===== config.mk =====
export PLATFORM = sky130hd
export DESIGN_NAME = alu3_core
export DESIGN_NICKNAME = d
export VERILOG_FILES = /design/src/rtl/alu3_pkg.sv /design/src/rtl/alu3_addsub.sv /design/src/rtl/alu3_bitwise.sv /design/src/rtl/alu3_lessthan.sv /design/src/rtl/alu3_core.sv
export SDC_FILE = /design/constraint.sdc
export NUM_CORES = 1
export LEC_CHECK = 0
export CAP_MARGIN = 0
export CORE_MARGIN = 8
export CORE_UTILIZATION = 54
export DETAILED_ROUTE_END_ITERATION = 7
export PLACE_DENSITY_LB_ADDON = 0.05
export SLEW_MARGIN = 20
export SYNTH_ARGS = -nofsm -noshare
export SYNTH_HDL_FRONTEND = slang
export SYNTH_SLANG_ARGS = --single-unit

===== constraint.sdc =====
create_clock -name vclk -period 6.3
set_clock_uncertainty 0.15 [all_clocks]
set_input_delay 0.63 -clock vclk [all_inputs]
set_output_delay 0.63 -clock vclk [all_outputs]
set_load 0.01 [all_outputs]

===== src/rtl/alu3_pkg.sv =====
package alu3_pkg;

   typedef enum logic [2:0] {
      OP_AND  = 3'b000,
      OP_OR   = 3'b001,
      OP_ADD  = 3'b010,
      OP_XOR  = 3'b011,
      OP_RSV4 = 3'b100,
      OP_RSV5 = 3'b101,
      OP_SUB  = 3'b110,
      OP_SLT  = 3'b111
   } alu_op_e;

   localparam int unsigned OP_BITS = 3;

endpackage


===== src/rtl/alu3_addsub.sv =====
module alu3_addsub #(
   parameter int unsigned WIDTH  = 32,
   parameter bit          SHARED = 1'b1
) (
   input  logic [WIDTH-1:0] a_i,
   input  logic [WIDTH-1:0] b_i,
   input  logic             sub_i,
   output logic [WIDTH-1:0] sum_o
);

   generate
      if (SHARED) begin : g_shared
         // one carry chain: invert B and inject a carry for subtraction
         logic [WIDTH-1:0] b_eff;
         assign b_eff = b_i ^ {WIDTH{sub_i}};
         assign sum_o = a_i + b_eff + {{(WIDTH-1){1'b0}}, sub_i};
      end else begin : g_split
         logic [WIDTH-1:0] add_r;
         logic [WIDTH-1:0] sub_r;
         assign add_r = a_i + b_i;
         assign sub_r = a_i - b_i;
         assign sum_o = sub_i ? sub_r : add_r;
      end
   endgenerate

endmodule


===== src/rtl/alu3_bitwise.sv =====
module alu3_bitwise #(
   parameter int unsigned WIDTH = 32
) (
   input  logic [WIDTH-1:0] a_i,
   input  logic [WIDTH-1:0] b_i,
   input  logic [1:0]       sel_i,
   output logic [WIDTH-1:0] y_o
);

   always_comb begin
      unique case (sel_i)
         2'b00:   y_o = a_i & b_i;
         2'b01:   y_o = a_i | b_i;
         2'b11:   y_o = a_i ^ b_i;
         default: y_o = '0;
      endcase
   end

endmodule


===== src/rtl/alu3_lessthan.sv =====
module alu3_lessthan #(
   parameter int unsigned WIDTH    = 32,
   parameter bit          VIA_DIFF = 1'b1
) (
   input  logic [WIDTH-1:0] a_i,
   input  logic [WIDTH-1:0] b_i,
   input  logic [WIDTH-1:0] diff_i,
   output logic             lt_o
);

   localparam int unsigned MSB = WIDTH - 1;

   generate
      if (VIA_DIFF) begin : g_from_diff
         // signed less-than = sign of A-B corrected by signed overflow
         logic ovf;
         logic [MSB-1:0] low_unused;
         assign ovf        = (a_i[MSB] ^ b_i[MSB]) & (diff_i[MSB] ^ a_i[MSB]);
         assign lt_o       = diff_i[MSB] ^ ovf;
         assign low_unused = diff_i[MSB-1:0];
      end else begin : g_direct
         logic diff_unused;
         assign diff_unused = ^diff_i;
         assign lt_o        = $signed(a_i) < $signed(b_i);
      end
   endgenerate

endmodule


===== src/rtl/alu3_core.sv =====
module alu3_core
   import alu3_pkg::*;
#(
   parameter int unsigned WIDTH        = 32,
   parameter bit          SHARED_ADDER = 1'b1,
   parameter bit          SLT_VIA_DIFF = 1'b1
) (
   input  logic [OP_BITS-1:0] op_i,
   input  logic [WIDTH-1:0]   opa_i,
   input  logic [WIDTH-1:0]   opb_i,
   output logic [WIDTH-1:0]   res_o,
   output logic               zero_o
);

   generate
      if (WIDTH < 2) begin : g_width_check
         $error("alu3_core: WIDTH must be at least 2");
      end
      if (SLT_VIA_DIFF && !SHARED_ADDER && WIDTH > 64) begin : g_width_note
         $info("alu3_core: wide split adder with derived compare");
      end
   endgenerate

   alu_op_e          op_e;
   logic [WIDTH-1:0] sum_w;
   logic [WIDTH-1:0] bit_w;
   logic             lt_w;

   assign op_e = alu_op_e'(op_i);

   // bit 2 of the code is set for subtraction and for the compare
   alu3_addsub #(.WIDTH(WIDTH), .SHARED(SHARED_ADDER)) u_addsub (
      .a_i   (opa_i),
      .b_i   (opb_i),
      .sub_i (op_i[2]),
      .sum_o (sum_w)
   );

   alu3_bitwise #(.WIDTH(WIDTH)) u_bitwise (
      .a_i   (opa_i),
      .b_i   (opb_i),
      .sel_i (op_i[1:0]),
      .y_o   (bit_w)
   );

   alu3_lessthan #(.WIDTH(WIDTH), .VIA_DIFF(SLT_VIA_DIFF)) u_lt (
      .a_i    (opa_i),
      .b_i    (opb_i),
      .diff_i (sum_w),
      .lt_o   (lt_w)
   );

   always_comb begin
      unique case (op_e)
         OP_AND, OP_OR, OP_XOR: res_o = bit_w;
         OP_ADD, OP_SUB:        res_o = sum_w;
         OP_SLT:                res_o = {{(WIDTH-1){1'b0}}, lt_w};
         default:               res_o = '0;
      endcase
   end

   assign zero_o = ~|res_o;

   // ---------------- assertions ----------------
   always_comb begin
      if (op_e == OP_ADD) begin
         a_r1_add_inverse: assert (res_o - opb_i == opa_i)
            else $error("R1: sum minus B differs from A");
      end
      if (op_e == OP_SUB) begin
         a_r2_sub_inverse: assert (res_o + opb_i == opa_i)
            else $error("R2: difference plus B differs from A");
      end
      if (op_e == OP_AND) begin
         a_r3_and_subset: assert (((res_o & ~opa_i) | (res_o & ~opb_i)) == '0)
            else $error("R3: AND result has bits outside the operands");
      end
      if (op_e == OP_SLT) begin
         a_r6_slt_boolean: assert (res_o[WIDTH-1:1] == '0)
            else $error("R6: compare result not zero-extended");
      end
      if (op_e == OP_RSV4 || op_e == OP_RSV5) begin
         a_r7_unused_zero: assert (res_o == '0 && zero_o)
            else $error("R7: unused code gave nonzero result");
      end
      a_r8_zero_flag: assert (zero_o == (res_o == '0))
         else $error("R8: zero flag inconsistent with result");
   end

endmodule


==> impl_metrics.py, run 1 <==
metrics = {
    "power": {
        "peakVddDrop_v": 0.0000870,
        "finalPower_mw": 0.642,
        "power_per_cell_area_mw_per_mm2": 115,
        "leakagePower_nw": 2.66,
    },
    "grt": {
        "number_of_antenna_violations_at_the_first_check_in_global_routing": 0,
        "grt_pass1_vias": 5241,
        "globalRouteMet3Util_pct": 2.22,
        "global_route.peak_usage_layer": "met2",
        "grt_start_max_net_pins": 36,
        "overflow": 0,
        "grt_first_pass_wirelength_um": 25400,
        "met2_usage_pct": 47.9,
        "global_route.usage.total_pct": 25.8,
        "global_route.usage.met1_pct": 31.4,
    },
    "placement": {
        "place_hpwl_um": 12600,
        "dp.cells": 851,
        "finalWeightedCongestion": 0.954,
        "place.port_buffers": 100,
        "detailedPlace.worstSlack_ns": 0.695,
    },
    "layout": {
        "layoutNonFillerInstCount": 851,
        "num_antenna_cells": 0,
        "layout-drive-gt1-share_pct": 3.35,
        "area_growth_syn_to_layout_pct": 23.5,
        "nClkBuffers": 0,
        "final-seq-area_um2": 0,
        "number_of_nets_in_the_layout": 913,
        "count_of_filler_cells_inserted_in_the_layout": 704,
        "seq_cell_count": 0,
        "final_design_utilization_pct": 68.6,
    },
    "sta": {
        "timing.fmax_mhz": 176,
        "slew_headroom_pct": 53.6,
        "period_needed_ns": 5.67,
        "layout_worst_path_cycle_share_pct": 90.1,
        "timing.setup.tns_ns": 0,
        "final-max-slew-violation-count": 0,
        "report.final.setup_viol": 0,
        "timing.final.ws_setup_ns": 0.626,
        "timing_worst_slew_pin_value_ns": 0.696,
        "final-hold-violation-count": 0,
        "grt_setup_unrepaired": "false",
    },
    "logic_synthesis": {
        "syn-instance-count": 669,
        "yosysSeqAreaShare_pct": 0,
        "synth_warnings": 0,
        "distinct_cell_type_count_after_synthesis": 65,
        "combined_area_of_all_synthesized_cells_mm2": 0.00454,
        "net_count_after_synthesis": 834,
        "post_synth.cell_area_avg_um2": 6.79,
    },
    "hold_path": {
        "hold_path_class": "primary input to output pin",
    },
    "worst_setup_path": {
        "critPathKind": "primary input to output pin",
        "cp_max_fo": 4,
        "end_kind": "output pin",
        "crit_path_start_kind": "primary input",
        "worst_ep_arrival_time_ns": 4.89,
        "timing.critical_path.required_ns": 5.52,
    },
    "clock_network": {
        "cts-resized-gates": 0,
        "cts_setup_buffers": 0,
        "hold_buffers": 0,
    },
    "die": {
        "io_pins": 100,
        "floorplan.initialDensity_pct": 55.5,
        "dieWidth_um": 108,
        "std_cell_rows": 33,
        "core_area_mm2": 0.00818,
        "die_y_um": 108,
        "dieArea_mm2": 0.0116,
    },
    "routing": {
        "drt-wirelength-per-cell_um": 17.9,
        "drt_first_iter_violations": 278,
        "drtPass1Iterations": 5,
        "detail_route.vias_per_cell": 6.12,
        "routed-via-count": 5212,
        "ant_nets": 0,
        "post-route-drc-count": 0,
        "routed_wl_um": 15200,
    },
    "job": {
        "number_of_max_cap_violations": 0,
    },
    "run_status": {
        "status": "completed",
    },
}
per-layer routing:
metal | share of wire (%) | wire length (um)
met1 | 42 | 6380
met2 | 51 | 7760
met3 | 5.2 | 792
met4 | 1.7 | 264
met5 | 0 | 0
logic make-up (layout without fill, tap and decap cells):
logic type	after synthesis	count (layout)	share of synthesized area [%]
AND/OR/NAND/NOR	175	175	18.2
XOR/XNOR	54	54	10.6
multiplexers	18	18	4.05
buffers and inverters	127	204	11.0
AO/OA/AOI/OAI	197	197	28.9
adder cells (fa/ha/maj)	98	98	27.2
power by group:
group | leakage, nW | total, mW | switching, mW | internal (mW)
sequential | 0 | 0 | 0 | 0
clock | 0 | 0 | 0 | 0
combinational | 2.66 | 0.642 | 0.359 | 0.283
final cells by class:
cell class         instances  area, um^2  share of cell area (%)
repair buffers           111        1090                    19.4
well taps                105         131                    2.34
multi-input cells        542        4040                    72.1
inverters                 93         349                    6.23
worst max-delay path, stage by stage:
cell and delay (ns):
sky130_fd_sc_hd__clkdlybuf4s50_1 0.52, sky130_fd_sc_hd__xor2_1 0.21, sky130_fd_sc_hd__inv_1 0.09, sky130_fd_sc_hd__fa_1 0.42, sky130_fd_sc_hd__nor2b_1 0.28, sky130_fd_sc_hd__o311ai_0 0.16
sky130_fd_sc_hd__o21ai_0 0.13, sky130_fd_sc_hd__o211ai_1 0.11, sky130_fd_sc_hd__or4_1 0.50, sky130_fd_sc_hd__or4_1 0.51, sky130_fd_sc_hd__nor4_1 0.34, sky130_fd_sc_hd__nand4_1 0.21
sky130_fd_sc_hd__nor4_2 0.18, sky130_fd_sc_hd__clkdlybuf4s50_1 0.60
through the flow:
stage | instance area [um^2] | hold WS [ns]
final | 5610 | 1.97
after global routing | 5610 | 2.00
after CTS | 5610 | 1.97
after detailed placement | 5610 | 1.96
after global placement | 5610 | 1.96
after floorplan | 4540 | 1.32
Yosys cell counts (3+ instances only):
cell	number	area share, %
sky130_fd_sc_hd__a2111oi_0	5	0.96
sky130_fd_sc_hd__a211oi_1	17	2.8
sky130_fd_sc_hd__a21o_1	5	0.83
sky130_fd_sc_hd__a21oi_1	47	5.2
sky130_fd_sc_hd__a22oi_1	12	2.0
sky130_fd_sc_hd__a31oi_1	5	0.69
sky130_fd_sc_hd__a32o_1	3	0.66
sky130_fd_sc_hd__and3_1	5	0.69
sky130_fd_sc_hd__buf_1	8	0.66
sky130_fd_sc_hd__buf_2	10	1.1
sky130_fd_sc_hd__buf_4	3	0.50
sky130_fd_sc_hd__clkbuf_1	13	1.1
sky130_fd_sc_hd__ha_1	97	27
sky130_fd_sc_hd__inv_1	91	7.5
sky130_fd_sc_hd__mux2i_1	17	3.7
sky130_fd_sc_hd__nand2_1	58	4.8
sky130_fd_sc_hd__nand2b_1	6	0.83
sky130_fd_sc_hd__nand3_1	15	1.7
sky130_fd_sc_hd__nand4_1	11	1.5
sky130_fd_sc_hd__nor2_1	44	3.6
sky130_fd_sc_hd__nor2b_1	4	0.55
sky130_fd_sc_hd__nor3_1	10	1.1
sky130_fd_sc_hd__nor3b_1	4	0.66
sky130_fd_sc_hd__o2111ai_1	4	0.77
sky130_fd_sc_hd__o211ai_1	7	1.2
sky130_fd_sc_hd__o21a_1	3	0.50
sky130_fd_sc_hd__o21ai_0	38	4.2
sky130_fd_sc_hd__o21bai_1	4	0.66
sky130_fd_sc_hd__o22ai_1	14	1.9
sky130_fd_sc_hd__or2_2	6	0.83
sky130_fd_sc_hd__or3_1	3	0.41
sky130_fd_sc_hd__xnor2_1	15	2.9
sky130_fd_sc_hd__xor2_1	38	7.3
path summary, 6_finish.rpt:
kind / start / end / slack (ns) / cells after the start
worst min-delay path: op_i[2] / res_o[1] / 1.97 / 3
worst max-delay path: opb_i[1] / zero_o / 0.63 / 14
cell usage in the layout, fill, tap and decap left out, types with 3 or more instances in the layout:
| master | Yosys | routed |
|---|---|---|
| sky130_fd_sc_hd__inv_1 | 91 | 91 |
| sky130_fd_sc_hd__nand4_1 | 11 | 11 |
| sky130_fd_sc_hd__buf_4 | 3 | 10 |
| sky130_fd_sc_hd__clkdlybuf4s50_1 | 0 | 98 |
| sky130_fd_sc_hd__o211ai_1 | 7 | 7 |
| sky130_fd_sc_hd__o21ai_0 | 38 | 38 |
| sky130_fd_sc_hd__mux2i_1 | 17 | 17 |
| sky130_fd_sc_hd__nand3_1 | 15 | 15 |
| sky130_fd_sc_hd__o21a_1 | 3 | 3 |
| sky130_fd_sc_hd__nand2_1 | 58 | 58 |
| sky130_fd_sc_hd__a31oi_1 | 5 | 5 |
| sky130_fd_sc_hd__nand2b_1 | 6 | 6 |
| sky130_fd_sc_hd__o22ai_1 | 14 | 14 |
| sky130_fd_sc_hd__nor3b_1 | 4 | 4 |
| sky130_fd_sc_hd__or3_1 | 3 | 3 |
| sky130_fd_sc_hd__a211oi_1 | 17 | 17 |
| sky130_fd_sc_hd__and3_1 | 5 | 5 |
| sky130_fd_sc_hd__a21o_1 | 5 | 5 |
| sky130_fd_sc_hd__nor3_1 | 10 | 10 |
| sky130_fd_sc_hd__a21oi_1 | 47 | 47 |
| sky130_fd_sc_hd__xnor2_1 | 15 | 15 |
| sky130_fd_sc_hd__a2111oi_0 | 5 | 5 |
| sky130_fd_sc_hd__nor2b_1 | 4 | 4 |
| sky130_fd_sc_hd__nor2_1 | 44 | 44 |
| sky130_fd_sc_hd__a22oi_1 | 12 | 12 |
| sky130_fd_sc_hd__o21bai_1 | 4 | 4 |
| sky130_fd_sc_hd__xor2_1 | 38 | 38 |
| sky130_fd_sc_hd__o2111ai_1 | 4 | 4 |
| sky130_fd_sc_hd__a32o_1 | 3 | 3 |
| sky130_fd_sc_hd__or2_2 | 6 | 6 |
| sky130_fd_sc_hd__ha_1 | 97 | 97 |
No activity file was read; power rests on OpenSTA's default activity.
==> inputs of run 2 (changes only) <==
--- a/config.mk
+++ b/config.mk
@@ -5,7 +5,7 @@
 export SDC_FILE = /design/constraint.sdc
 export NUM_CORES = 1
 export LEC_CHECK = 0
-export CAP_MARGIN = 0
+export CAP_MARGIN = 30
 export CORE_MARGIN = 8
 export CORE_UTILIZATION = 54
 export DETAILED_ROUTE_END_ITERATION = 7
==> results of run 2 <==
The final DEF is identical to that of run 1; final timing and power are the same.
==> inputs of run 3 (changes only) <==
--- a/config.mk
+++ b/config.mk
@@ -10,6 +10,7 @@
 export CORE_UTILIZATION = 54
 export DETAILED_ROUTE_END_ITERATION = 7
 export PLACE_DENSITY_LB_ADDON = 0.05
+export SKIP_LAST_GASP = 1
 export SLEW_MARGIN = 20
 export SYNTH_ARGS = -nofsm -noshare
 export SYNTH_HDL_FRONTEND = slang
==> results of run 3 <==
The final DEF is identical to that of run 1; final timing and power are the same.
